[config.mk]
export PLATFORM = sky130hd
export DESIGN_NAME = spi_port
export DESIGN_NICKNAME = d
export VERILOG_FILES = /design/src/rtl/spi_port.sv
export SDC_FILE = /design/constraint.sdc
export NUM_CORES = 1
export LEC_CHECK = 0
export ABC_AREA = 1
export BUFFER_PORTS_ARGS = -buffer_cell sky130_fd_sc_hd__buf_2
export CAP_MARGIN = 20
export CORE_MARGIN = 4
export CORE_UTILIZATION = 48
export DETAILED_ROUTE_END_ITERATION = 8
export HOLD_SLACK_MARGIN = 0.1
export PLACE_DENSITY_LB_ADDON = 0.25
export RECOVER_POWER = 25
export SLEW_MARGIN = 40
export SYNTH_ARGS = -nofsm -noshare
export SYNTH_HDL_FRONTEND = slang
export SYNTH_SLANG_ARGS = --single-unit
[constraint.sdc]
create_clock -name clk -period 4.24 [get_ports clk]
set_input_delay 0.212 -clock clk [delete_from_list [all_inputs] [get_ports clk]]
set_output_delay 0.212 -clock clk [all_outputs]
set_load 0.03 [all_outputs]
[src/rtl/spi_port.sv]
module spi_port (
  input  logic       clk,
  input  logic       rst_n,
  input  logic [1:0] reg_addr,
  input  logic       reg_wr,
  input  logic       reg_rd,
  input  logic [7:0] reg_wdata,
  output logic [7:0] reg_rdata,
  input  logic       glob_ie,
  input  logic       irq_ack,
  output logic       irq,
  output logic       sck_out,
  output logic       mosi_out,
  input  logic       miso_in,
  input  logic       sck_in,
  input  logic       mosi_in,
  input  logic       ss_n,
  output logic       miso_out
);
  localparam logic [1:0] A_CTL  = 2'd0;
  localparam logic [1:0] A_STAT = 2'd1;
  localparam logic [1:0] A_DATA = 2'd2;
  localparam logic [3:0] LAST_EDGE = 4'd15;

  logic [7:0] ctl, rbuf, txs, rxs, rx_nxt;
  logic       dbl, spif, wcol, armed, dout, busy_m, sck_act;
  logic [3:0] ecnt;
  logic [6:0] divc, half;
  logic [2:0] sck_s;
  logic [1:0] ss_s, mosi_s;

  wire lsb    = ctl[5];
  wire cpol   = ctl[3];
  wire cpha   = ctl[2];
  wire en     = ctl[6];
  wire master = en & ctl[4];
  wire slave  = en & ~ctl[4];
  wire ss_act = ~ss_s[1];
  wire fault  = master & ss_act;

  wire s_edge  = slave & ss_act & (sck_s[2] ^ sck_s[1]);
  wire m_edge  = busy_m & (divc == 7'd0);
  wire edge_ev = m_edge | s_edge;
  wire lead    = ~ecnt[0];
  wire samp_ev = edge_ev & (lead ^ cpha);
  wire chg_ev  = edge_ev & ~(lead ^ cpha);
  wire last    = edge_ev & (ecnt == LAST_EDGE);
  wire din     = master ? miso_in : mosi_s[1];
  wire busy    = busy_m | (slave & ss_act & (ecnt != 4'd0));

  wire d_wr    = reg_wr & (reg_addr == A_DATA);
  wire d_acc   = (reg_wr | reg_rd) & (reg_addr == A_DATA);
  wire st_rd   = reg_rd & (reg_addr == A_STAT);
  wire start   = d_wr & en & ~busy;
  wire collide = d_wr & busy;

  always_comb begin
    case ({dbl, ctl[1:0]})
      3'b000:  half = 7'd2;
      3'b001:  half = 7'd8;
      3'b010:  half = 7'd32;
      3'b011:  half = 7'd64;
      3'b100:  half = 7'd1;
      3'b101:  half = 7'd4;
      3'b110:  half = 7'd16;
      default: half = 7'd32;
    endcase
  end

  always_comb begin
    case (reg_addr)
      A_CTL:   reg_rdata = ctl;
      A_STAT:  reg_rdata = {spif, wcol, 5'b0, dbl};
      A_DATA:  reg_rdata = rbuf;
      default: reg_rdata = 8'h00;
    endcase
  end

  assign rx_nxt   = lsb ? {din, rxs[7:1]} : {rxs[6:0], din};
  assign sck_out  = cpol ^ sck_act;
  assign mosi_out = dout;
  assign miso_out = dout;
  assign irq      = spif & ctl[7] & glob_ie;

  always_ff @(posedge clk or negedge rst_n) begin
    if (!rst_n) begin
      sck_s  <= '0;
      ss_s   <= 2'b11;
      mosi_s <= '0;
    end else begin
      sck_s  <= {sck_s[1:0], sck_in};
      ss_s   <= {ss_s[0], ss_n};
      mosi_s <= {mosi_s[0], mosi_in};
    end
  end

  always_ff @(posedge clk or negedge rst_n) begin
    if (!rst_n) begin
      ctl <= '0;
      dbl <= 1'b0;
    end else begin
      if (reg_wr && reg_addr == A_CTL) ctl <= reg_wdata;
      if (reg_wr && reg_addr == A_STAT) dbl <= reg_wdata[0];
      if (fault) ctl[4] <= 1'b0;
    end
  end

  always_ff @(posedge clk or negedge rst_n) begin
    if (!rst_n) begin
      spif  <= 1'b0;
      wcol  <= 1'b0;
      armed <= 1'b0;
    end else begin
      if (last || fault) spif <= 1'b1;
      else if (irq_ack || (armed && d_acc)) spif <= 1'b0;
      if (collide) wcol <= 1'b1;
      else if (armed && d_acc) wcol <= 1'b0;
      if (st_rd && (spif || wcol)) armed <= 1'b1;
      else if (d_acc) armed <= 1'b0;
    end
  end

  always_ff @(posedge clk or negedge rst_n) begin
    if (!rst_n) begin
      txs     <= '0;
      rxs     <= '0;
      rbuf    <= '0;
      dout    <= 1'b0;
      busy_m  <= 1'b0;
      sck_act <= 1'b0;
      ecnt    <= '0;
      divc    <= '0;
    end else if (!en || fault) begin
      busy_m  <= 1'b0;
      sck_act <= 1'b0;
      ecnt    <= '0;
    end else if (start) begin
      txs     <= cpha ? reg_wdata : (lsb ? {1'b0, reg_wdata[7:1]} : {reg_wdata[6:0], 1'b0});
      if (!cpha) dout <= lsb ? reg_wdata[0] : reg_wdata[7];
      busy_m  <= master;
      sck_act <= 1'b0;
      ecnt    <= '0;
      divc    <= half - 7'd1;
    end else begin
      if (slave && !ss_act) ecnt <= '0;
      else if (edge_ev) ecnt <= ecnt + 4'd1;
      if (chg_ev) begin
        dout <= lsb ? txs[0] : txs[7];
        txs  <= lsb ? {1'b0, txs[7:1]} : {txs[6:0], 1'b0};
      end
      if (samp_ev) rxs <= rx_nxt;
      if (m_edge) sck_act <= ~sck_act;
      if (busy_m) divc <= (divc == 7'd0) ? half - 7'd1 : divc - 7'd1;
      if (last) begin
        busy_m <= 1'b0;
        rbuf   <= samp_ev ? rx_nxt : rxs;
      end
    end
  end


  sck_idle_chk: assert property (@(posedge clk) disable iff (!rst_n)
    !busy_m |-> sck_out == ctl[3]);


  mosi_hold_chk: assert property (@(posedge clk) disable iff (!rst_n)
    busy_m && !chg_ev |=> $stable(mosi_out));


  done_flag_chk: assert property (@(posedge clk) disable iff (!rst_n)
    $fell(busy_m) && $past(ctl[6]) && ctl[6] && !$past(fault) |-> spif);


  wcol_keep_chk: assert property (@(posedge clk) disable iff (!rst_n)
    d_wr && busy_m && !m_edge && !fault |=> busy_m && ecnt == $past(ecnt));


  mode_fault_chk: assert property (@(posedge clk) disable iff (!rst_n)
    fault |=> !ctl[4] && spif);
endmodule

==> flow_metrics.env, run 1 <==
export IMPL_max_freq_ghz=0.4283
export IMPL_antenna_cells=0
export IMPL_path_cells="inv_1 > o21ai_0 > buf_2"
export IMPL_critPathBufInv=2
export IMPL_cp_slowest_cell="dfrtp_1"
export IMPL_vias=3002
export IMPL_synth_top_family_by_area="simple AND/OR/NAND/NOR gates"
export IMPL_whs_path_depth=3
export IMPL_viasPerCell=5.248
export IMPL_synth_fa_ha_area_share_pct=1.503
export IMPL_intPower_mw=1.202
export IMPL_post_place_ws_ns=2.254
export IMPL_layout_commonest_cell="nand2_1"
export IMPL_yosysSeqAreaShare_pct=42.90
export IMPL_place_congestion=0.8469
export IMPL_slew_headroom_pct=48.54
export IMPL_rows=30
export IMPL_crit_start="ctl[5]"
export IMPL_grt_util_all_layers_pct=20.47
export IMPL_final_util_pct=56.19
export IMPL_worstSetupPathType="reg -> out"
export IMPL_synth_simple_area_share_pct=32.61
export IMPL_avgSynthCellArea_um2=7.385
export IMPL_min_period_ns=2.335
export IMPL_cts_setup_buffers=0
export IMPL_r2r_cells=7
export IMPL_drt_iter0_markers=166
export IMPL_fill_cells=637
export IMPL_first_pass_iters=5
export IMPL_hold_class="in -> reg"
export IMPL_crit_required_ns=4.03
export IMPL_io_pins=32
export IMPL_status="complete, no violations"
export IMPL_hold_viol=0
export IMPL_power_switching_mw=0.7033
export IMPL_synth_compound_area_share_pct=12.51
export IMPL_use_met3_pct=3.811
export IMPL_synth_top_cells_by_area="dfrtp_1 41%, nand2_1 22%, o21ai_0 6.5%, inv_1 4.2%, nand3_1 3.5%"
export IMPL_clockBufferDepth=2
export IMPL_worstHoldStart="reg_wdata[5]"
export IMPL_path_depth=3
export IMPL_powerDensity_mw_per_mm2=502.0
export IMPL_start_util_pct=49.30
export IMPL_arrival_ns=2.12
export IMPL_p_seq_share_pct=40.4
export IMPL_p_total_mw=1.906
export IMPL_cp_end_kind="primary output"
export IMPL_leakagePower_nw=1.975
export IMPL_cp_start_kind="flip-flop"
export IMPL_grt_pass1_vias=2840
export IMPL_dp_cells=551
export IMPL_grt_max_degree=58
export IMPL_clk_pin_slew_ns=0.07
export IMPL_crit_fanout=27
export IMPL_reg2reg_from="ctl[5]"
export IMPL_met2_usage_pct=32.25
export IMPL_drive_gt1_share_pct=16.06
export IMPL_die_h_um=91.30
export IMPL_critPathMaxStageDelay_ns=0.79
export IMPL_critical_path_top_delay_family="flip-flops"
export IMPL_ant_nets=0
export IMPL_ys_types=38
export IMPL_setup_viol=0
export IMPL_synth_seq_cells=57
export IMPL_syn_inst=451
export IMPL_numCtsBuffers=9
export IMPL_period_share_pct=55.07
export IMPL_nets=511
export IMPL_max_cap_violations=0
export IMPL_worst_slew_pin_slew_ns=0.7691
export IMPL_whs_ns=0.1268
export IMPL_place_area_mm2=0.003530
export IMPL_areaGrowthSynthToFinish_pct=13.97
export IMPL_synthesis_area_mm2=0.003331
export IMPL_antenna_found_initial=0
export IMPL_htree_num_levels=3
export IMPL_ir_worst_vdd_mv=0.2444
export IMPL_clkPwrFrac_pct=29.2
export IMPL_cts_tree="done"
export IMPL_final_cell_mix="191 x nand2_1, 55 x dfrtp_1, 43 x o21ai_0"
export IMPL_drv_slew=0
export IMPL_hpwlAfterDp_um=5830
export IMPL_fp_coreArea_mm2=0.006756
export IMPL_grt_overflow=0
export IMPL_stdcell_count=572
export IMPL_setup_ws_ns=1.905
export IMPL_yosys_warnings=0
export IMPL_worst_clock_skew_ns=0.009623
export IMPL_post_drt_wl_per_cell_um=13.67
export IMPL_final_area_mm2=0.003796
export IMPL_synth_xor_area_share_pct=2.630
export IMPL_grt_busiest_layer="met2"
export IMPL_io_buffers=31
export IMPL_cts_sinks=57
export IMPL_dieWidth_um=91.30
export IMPL_combPwrFrac_pct=30.5
export IMPL_synth_top_cell_area_share_pct=41.32
export IMPL_rsz0062_at_grt="false"
export IMPL_syn_nets=475
export IMPL_synth_top_cell_by_area="dfrtp_1"
export IMPL_die_area_mm2=0.008336
export IMPL_routed_wl_um=7818
export IMPL_root_buffer="clkbuf_8"
export IMPL_clkLatencyLatePin_ns=0.34
export IMPL_tns_ns=0
export IMPL_drc=0
export IMPL_synth_mux_area_share_pct=0.9016
export IMPL_met1_usage_pct=27.82
export IMPL_power_share_switching_pct=36.91
export IMPL_grt_pass1_wl_um=13590
==> final timing paths <==
kind                                endpoint  slack [ns]
worst min-delay path                  ctl[5]        0.13
max in group asynchronous             txs[5]        3.22
worst min register to register       ss_s[1]        0.36
worst max-delay path            reg_rdata[5]        1.91
worst max register to register        txs[5]        2.22
min in group asynchronous            divc[0]        0.54
==> synth_stat cells, drive strengths merged <==
master,n
a21oi,6
nor3,3
nand2,198
o21ai,54
o31ai,1
a32o,1
nor2,20
o221ai,3
inv,44
o22ai,3
dfrtp,55
mux2i,3
and3,1
nand3,24
nand3b,1
ha,4
dfstp,2
a22o,1
nand4,5
xor2,6
xnor2,4
buf,8
clkbuf,4
==> tightest hold or removal path: cells and delay by family <==
family          cells  cell delay [ns]
compound gates      1             0.06
simple gates        1             0.05
buf+inv             1             0.11
==> registers in the layout (all words and copies together), names as in the netlist, 2 cells and up <==
name,flops
ctl,8
sck_s,3
mosi_s,2
txs,8
rxs,8
rbuf,8
ecnt,4
divc,7
ss_s,2
==> routing by layer <==
layer	part of all wire (%)	wire length, um
met2	48	3742
met5	0	0
met4	1.4	106
met1	46	3575
met3	5.0	394
==> power groups by stage <==
stage | logic [mW] | clock network (mW) | registers (mW)
after CTS | 0.582 | 0.567 | 0.768
after global routing | 0.668 | 0.595 | 0.785
after global placement | 0.563 | 0 | 0.775
final | 0.581 | 0.556 | 0.769
after detailed placement | 0.575 | 0 | 0.775
after floorplan | 0.467 | 0 | 0.740
==> kinds of logic after synthesis <==
kind of cell / Yosys count
compound gates: 69
xor+xnor: 10
fa+ha+maj: 4
buf+inv: 56
flops: 57
mux: 3
simple gates: 252
==> final cells by class <==
type | instances | area, um2 | share of cell area, %
multi-input combinational | 338 | 1670 | 44.00
sequential | 57 | 1429 | 37.64
timing repair buffer | 37 | 211.5 | 5.570
clock buffer | 14 | 182.7 | 4.812
inverter | 44 | 167.7 | 4.417
tap | 80 | 100.1 | 2.637
clock inverter | 2 | 35.03 | 0.9229
==> what timing repair did <==
item / in CTS / in global routing
resized for setup: 0 / 0
endpoints found under the hold margin: 59 / 0
hold buffers: 5 / 0
setup endpoints to repair: 0 / 0
(Power assumes the default switching activity.)
==> inputs of run 2 (changes only) <==
- ABC_AREA: 1 -> 0
- clock period: 4.24 -> 2.2 ns (I/O delays scaled with it)
==> flow_metrics.env, run 2 <==
export IMPL_critPathMaxStageDelay_ns=0.47
export IMPL_start_util_pct=49.07
export IMPL_io_pins=32
export IMPL_crit_fanout=6
export IMPL_period_share_pct=106.4
export IMPL_yosys_warnings=0
export IMPL_layout_commonest_cell="dfrtp_1"
export IMPL_synth_main_ff_cell="dfrtp_1"
export IMPL_synth_edf_count=0
export IMPL_arrival_ns=2.56
export IMPL_nets=419
export IMPL_violations="setup timing"
export IMPL_worst_clock_skew_ns=0.01162
export IMPL_synth_top_cell_by_area="dfrtp_1"
export IMPL_post_drt_wl_per_cell_um=16.34
export IMPL_grt_pass1_wl_um=13100
export IMPL_cp_slowest_cell="a2111o_1"
export IMPL_clkLatencyLatePin_ns=0.34
export IMPL_io_buffers=31
export IMPL_drive_gt1_share_pct=43.25
export IMPL_path_cells="inv_1 > ha_1 > or3b_4 > buf_6 > a2111o_1 > buf_6 > a211oi_2 > a21oi_1 > mux2_4"
export IMPL_setup_viol=27
export IMPL_syn_nets=332
export IMPL_max_freq_ghz=0.4270
export IMPL_drt_iter0_markers=97
export IMPL_hold_class="in -> reg"
export IMPL_max_cap_violations=0
export IMPL_cpMostUsedCell="buf_6"
export IMPL_htree_num_levels=3
export IMPL_rows=30
export IMPL_slew_headroom_pct=14.36
export IMPL_place_congestion=0.8278
export IMPL_synth_seq_cells=57
export IMPL_synthesis_area_mm2=0.003316
export IMPL_grt_max_degree=36
export IMPL_rsz0062_at_grt="true"
export IMPL_critPathBufInv=3
export IMPL_final_util_pct=65.39
export IMPL_crit_required_ns=2.42
export IMPL_antenna_found_initial=0
export IMPL_ant_nets=0
export IMPL_ys_top_cells_by_count="55 x dfrtp_1, 41 x mux2_2, 30 x nor2_1"
export IMPL_stdcell_count=480
export IMPL_areaGrowthSynthToFinish_pct=33.25
export IMPL_fp_coreArea_mm2=0.006756
export IMPL_hpwlAfterDp_um=5356
export IMPL_dp_cells=442
export IMPL_hold_viol=0
export IMPL_syn_inst=308
export IMPL_status="finished, violations left"
export IMPL_synth_top_cells_by_area="dfrtp_1 42%, mux2_2 14%, mux2i_1 6.3%, mux2_4 3.6%, nor2_1 3.4%"
export IMPL_worstSetupPathType="reg -> reg"
export IMPL_grt_util_all_layers_pct=19.65
export IMPL_drv_slew=0
export IMPL_clockBufferDepth=2
export IMPL_viasPerCell=5.494
export IMPL_critical_path_top_delay_family="compound AO/OA/AOI/OAI gates"
export IMPL_async_flop_share_pct=100.0
export IMPL_grt_pass1_vias=2654
export IMPL_yosysSeqAreaShare_pct=43.09
export IMPL_die_area_mm2=0.008301
export IMPL_cts_sinks=57
export IMPL_final_cell_mix="55 x dfrtp_1, 40 x buf_4, 30 x buf_2"
export IMPL_min_period_ns=2.342
export IMPL_synth_most_common_cell="dfrtp_1"
export IMPL_clk_pin_slew_ns=0.07
export IMPL_avgSynthCellArea_um2=10.77
export IMPL_drc=0
export IMPL_routed_wl_um=7842
export IMPL_numCtsBuffers=9
export IMPL_synth_top_cell_area_share_pct=41.51
export IMPL_grt_overflow=0
export IMPL_leakagePower_nw=2.022
export IMPL_worst_slew_pin_slew_ns=1.285
export IMPL_antenna_cells=0
export IMPL_cts_tree="done"
export IMPL_dieWidth_um=91.11
export IMPL_root_buffer="clkbuf_8"
export IMPL_ys_types=51
export IMPL_vias=2637
export IMPL_cp_end_kind="flip-flop"
export IMPL_setup_ws_ns=-0.1417
export IMPL_ir_worst_vdd_mv=0.6394
export IMPL_cp_start_kind="flip-flop"
export IMPL_die_h_um=91.11
export IMPL_first_pass_iters=4
export IMPL_powerDensity_mw_per_mm2=862.1
[run 2: changes by cell type after synthesis, moves of 14 or more]
cell     delta
nand2_1   -172
mux2i_1    +18
nand3_1    -21
mux2_2     +41
nor2_1     +14
inv_1      -27
o21ai_0    -32
[run 2: cells by family after synthesis]
group           share of synthesized area, %
compound gates                         11.43
fa+ha+maj                              1.509
mux                                    24.57
simple gates                           13.55
xor+xnor                               2.113
buf+inv                                3.736
flops                                  43.09
[run 2: timing repair]
action / in CTS / in global routing
gates cloned: 1 / 0
setup buffers: 8 / 1
pin swaps: 9 / 5
hold buffers: 13 / 0
setup endpoints to repair: 30 / 32
hold endpoints to repair: 33 / 0
resized for setup: 28 / 11
[run 2: worst register-to-register path, cell delays in order, from the launching register on]
cell and delay [ns]:
dfrtp_1 0.38, inv_1 0.07, ha_1 0.14, or3b_4 0.40, buf_6 0.13, a2111o_1 0.47
buf_6 0.18, a211oi_2 0.16, a21oi_1 0.06, mux2_4 0.25
[run 2: layout make-up]
class | count | area (um2)
clock inverter | 7 | 93.84
sequential | 57 | 1429
inverter | 10 | 37.54
multi-input combinational | 224 | 1922
fill | 521 | 2338
clock buffer | 9 | 123.9
timing repair buffer | 93 | 711.9
tap | 80 | 100.1
[run 2: metrics by stage]
stage	setup TNS, ns	hold slack (ns)	setup WS (ns)	area [um2]	power (mW)
after global placement	-2.096	0.1336	-0.1128	3877	2.587
after CTS	-1.365	0.1145	-0.1372	4375	3.803
final	-2.157	0.1290	-0.1417	4418	3.809
after detailed placement	-3.026	0.1381	-0.1893	3877	2.624
after global routing	-4.505	0.1336	-0.2280	4418	4.038
after floorplan	-2.103	-0.1856	-0.1328	3372	2.223
[run 2: path summary, 6_finish.rpt]
kind,startpoint,to,slack (ns),cells past startpoint
max in group asynchronous,rst_n,ctl[4],0.82,3
worst min register to register,sck_s[0],sck_s[1],0.35,0
worst max-delay path,ecnt[0],txs[5],-0.14,9
worst max register to register,ecnt[0],txs[5],-0.14,9
worst min-delay path,reg_wdata[7],ctl[7],0.13,2
min in group asynchronous,rst_n,divc[5],0.58,2
[run 2: power by group]
group / internal (mW) / switching (mW)
sequential: 1.25 / 0.181
combinational: 0.692 / 0.602
clock: 0.637 / 0.449
total: 2.58 / 1.23
[run 2: metal layers]
layer / global-route usage (%) / share of wire, % / vias to the layer above
met4: 5.402 / 1.4 / 0
li1: - / - / 1281
met2: 31.27 / 48 / 52
met1: 27.09 / 47 / 1292
met5: 0 / 0 / -
met3: 4.225 / 4.3 / 12
==> inputs of run 3 (changes only) <==
- BUFFER_PORTS_ARGS: -buffer_cell sky130_fd_sc_hd__buf_2 -> -buffer_cell sky130_fd_sc_hd__clkbuf_2
- GPL_TIMING_DRIVEN: unset -> 0
==> flow_metrics.env, run 3 (synthesis gave the netlist of run 2 again) <==
export IMPL_grt_max_degree=33
export IMPL_path_cells="inv_2 > ha_4 > or3b_4 > a2111oi_4 > buf_4 > mux4_2 > mux2_2"
export IMPL_period_share_pct=107.0
export IMPL_violations="setup timing"
export IMPL_crit_required_ns=2.43
export IMPL_nets=422
export IMPL_clockBufferDepth=2
export IMPL_combPwrFrac_pct=36.0
export IMPL_slew_headroom_pct=45.09
export IMPL_viasPerCell=5.590
export IMPL_hold_viol=0
export IMPL_final_util_pct=66.19
export IMPL_arrival_ns=2.59
export IMPL_dieWidth_um=91.11
export IMPL_crit_fanout=4
export IMPL_first_pass_iters=4
export IMPL_final_cell_mix="51 x dfrtp_1, 31 x mux2_4, 31 x clkbuf_2"
export IMPL_clkLatencyLatePin_ns=0.35
export IMPL_drv_slew=0
export IMPL_ir_worst_vdd_mv=0.5491
export IMPL_r2r_cells=7
export IMPL_grt_pass1_wl_um=13430
export IMPL_grt_overflow=0
export IMPL_setup_ws_ns=-0.1532
export IMPL_antenna_cells=0
export IMPL_rsz0062_at_grt="true"
export IMPL_tns_ns=-2.987
export IMPL_hold_class="in -> reg"
export IMPL_root_buffer="clkbuf_8"
export IMPL_critical_path_top_delay_family="multiplexers"
export IMPL_dp_cells=420
export IMPL_areaGrowthSynthToFinish_pct=34.87
export IMPL_numCtsBuffers=9
export IMPL_routed_wl_um=8089
export IMPL_drt_iter0_markers=150
export IMPL_whs_path_depth=3
export IMPL_power_share_switching_pct=32.84
export IMPL_max_cap_violations=0
export IMPL_path_depth=7
export IMPL_clkPwrFrac_pct=26.3
export IMPL_powerDensity_mw_per_mm2=855.3
export IMPL_ant_nets=0
export IMPL_grt_util_all_layers_pct=20.32
export IMPL_drc=0
export IMPL_place_congestion=0.8013
export IMPL_cp_end_kind="flip-flop"
export IMPL_io_buffers=31
export IMPL_layout_commonest_cell="dfrtp_1"
export IMPL_critPathBufInv=2
export IMPL_worst_slew_pin_slew_ns=0.8237
export IMPL_htree_num_levels=3
export IMPL_drive_gt1_share_pct=44.17
export IMPL_rows=30
export IMPL_worstSetupPathType="reg -> reg"
export IMPL_worst_clock_skew_ns=0.005038
export IMPL_hpwlAfterDp_um=5114
export IMPL_die_h_um=91.11
export IMPL_stdcell_count=483
export IMPL_cts_tree="done"
export IMPL_cts_sinks=57
export IMPL_vias=2700
export IMPL_post_drt_wl_per_cell_um=16.75
export IMPL_cp_start_kind="flip-flop"
export IMPL_p_seq_share_pct=37.7
export IMPL_leakagePower_nw=2.033
export IMPL_fill_cells=507
export IMPL_critPathMaxStageDelay_ns=0.49
export IMPL_grt_pass1_vias=2733
export IMPL_whs_ns=0.09643
export IMPL_min_period_ns=2.353
export IMPL_power_switching_mw=1.256
export IMPL_setup_viol=28
export IMPL_die_area_mm2=0.008301
export IMPL_io_pins=32
export IMPL_antenna_found_initial=0
export IMPL_intPower_mw=2.569
export IMPL_crit_start="ecnt[1]"
export IMPL_endpoint="miso_out"
export IMPL_max_freq_ghz=0.4250
export IMPL_status="finished, violations left"
export IMPL_cp_slowest_cell="mux4_2"
export IMPL_r2r_end="miso_out"
export IMPL_clk_pin_slew_ns=0.06
export IMPL_fp_coreArea_mm2=0.006756
export IMPL_start_util_pct=49.07
export IMPL_r2r_setup_slack_ns=-0.15
export IMPL_reg2reg_from="ecnt[1]"
run 3: cell types whose count changed in the layout (fill, tap and decap cells not counted), sizes merged:
cell,change
bufinv,-1
inv,-1
clkbuf,+38
clkinvlp,-2
buf,-31
run 3: power by group through the flow:
| stage | combinational, mW | clock [mW] | sequential [mW] |
|---|---|---|---|
| after floorplan | 0.815 | 0 | 1.41 |
| after global placement | 1.01 | 0 | 1.45 |
| after detailed placement | 1.05 | 0 | 1.45 |
| after CTS | 1.24 | 1.02 | 1.44 |
| after global routing | 1.50 | 1.08 | 1.47 |
| final | 1.38 | 1.01 | 1.44 |
run 3: tightest hold or removal path: cells and delay by family:
kind | cells | cell delay, ns
AOI/OAI and AO/OA | 2 | 0.19
buffers and inverters | 1 | 0.09
run 3: area by class of cell:
cell class,instances,area [um2],share of cell area (%)
plain buffers,14,106.4,2.378
clock buffers,13,158.9,3.553
inverters,10,37.54,0.8394
well taps,80,100.1,2.238
flip-flops and latches,57,1434,32.07
multi-input cells,224,1969,44.04
repair buffers,82,625.6,13.99
clock inverters,3,40.04,0.8954
run 3: per-stage QoR:
step | power, mW | cell area, um2 | worst slack, ns
after floorplan | 2.223 | 3372 | -0.1328
after global placement | 2.455 | 3627 | -0.3239
after detailed placement | 2.497 | 3655 | -0.3856
after CTS | 3.703 | 4348 | -0.1762
after global routing | 4.045 | 4472 | -0.2413
final | 3.825 | 4472 | -0.1532
run 3: repair_timing:
action                                  4_1_cts  5_1_grt
endpoints found under the hold margin        44        0
buffers inserted                             25       11
pin swaps                                    14        7
endpoints found under the setup margin       33       34
gates resized for setup                      48       17
cloned                                        1        0
hold buffers                                 13        0
run 3: worst min path at each step:
stage	end	startpoint
2_1_floorplan	armed	rst_n
3_3_place_gp	ss_s[0]	ss_n
3_5_place_dp	armed	rst_n
4_1_cts	armed	reg_rd
5_1_grt	armed	reg_rd
6_report	armed	reg_rd
run 3: layer usage:
layer	wire (um)	GRT usage (%)	part of all wire [%]
met1	3598	26.73	44
met2	4002	32.80	49
met3	400	5.717	4.9
met4	87	5.653	1.1
met5	0	0	0
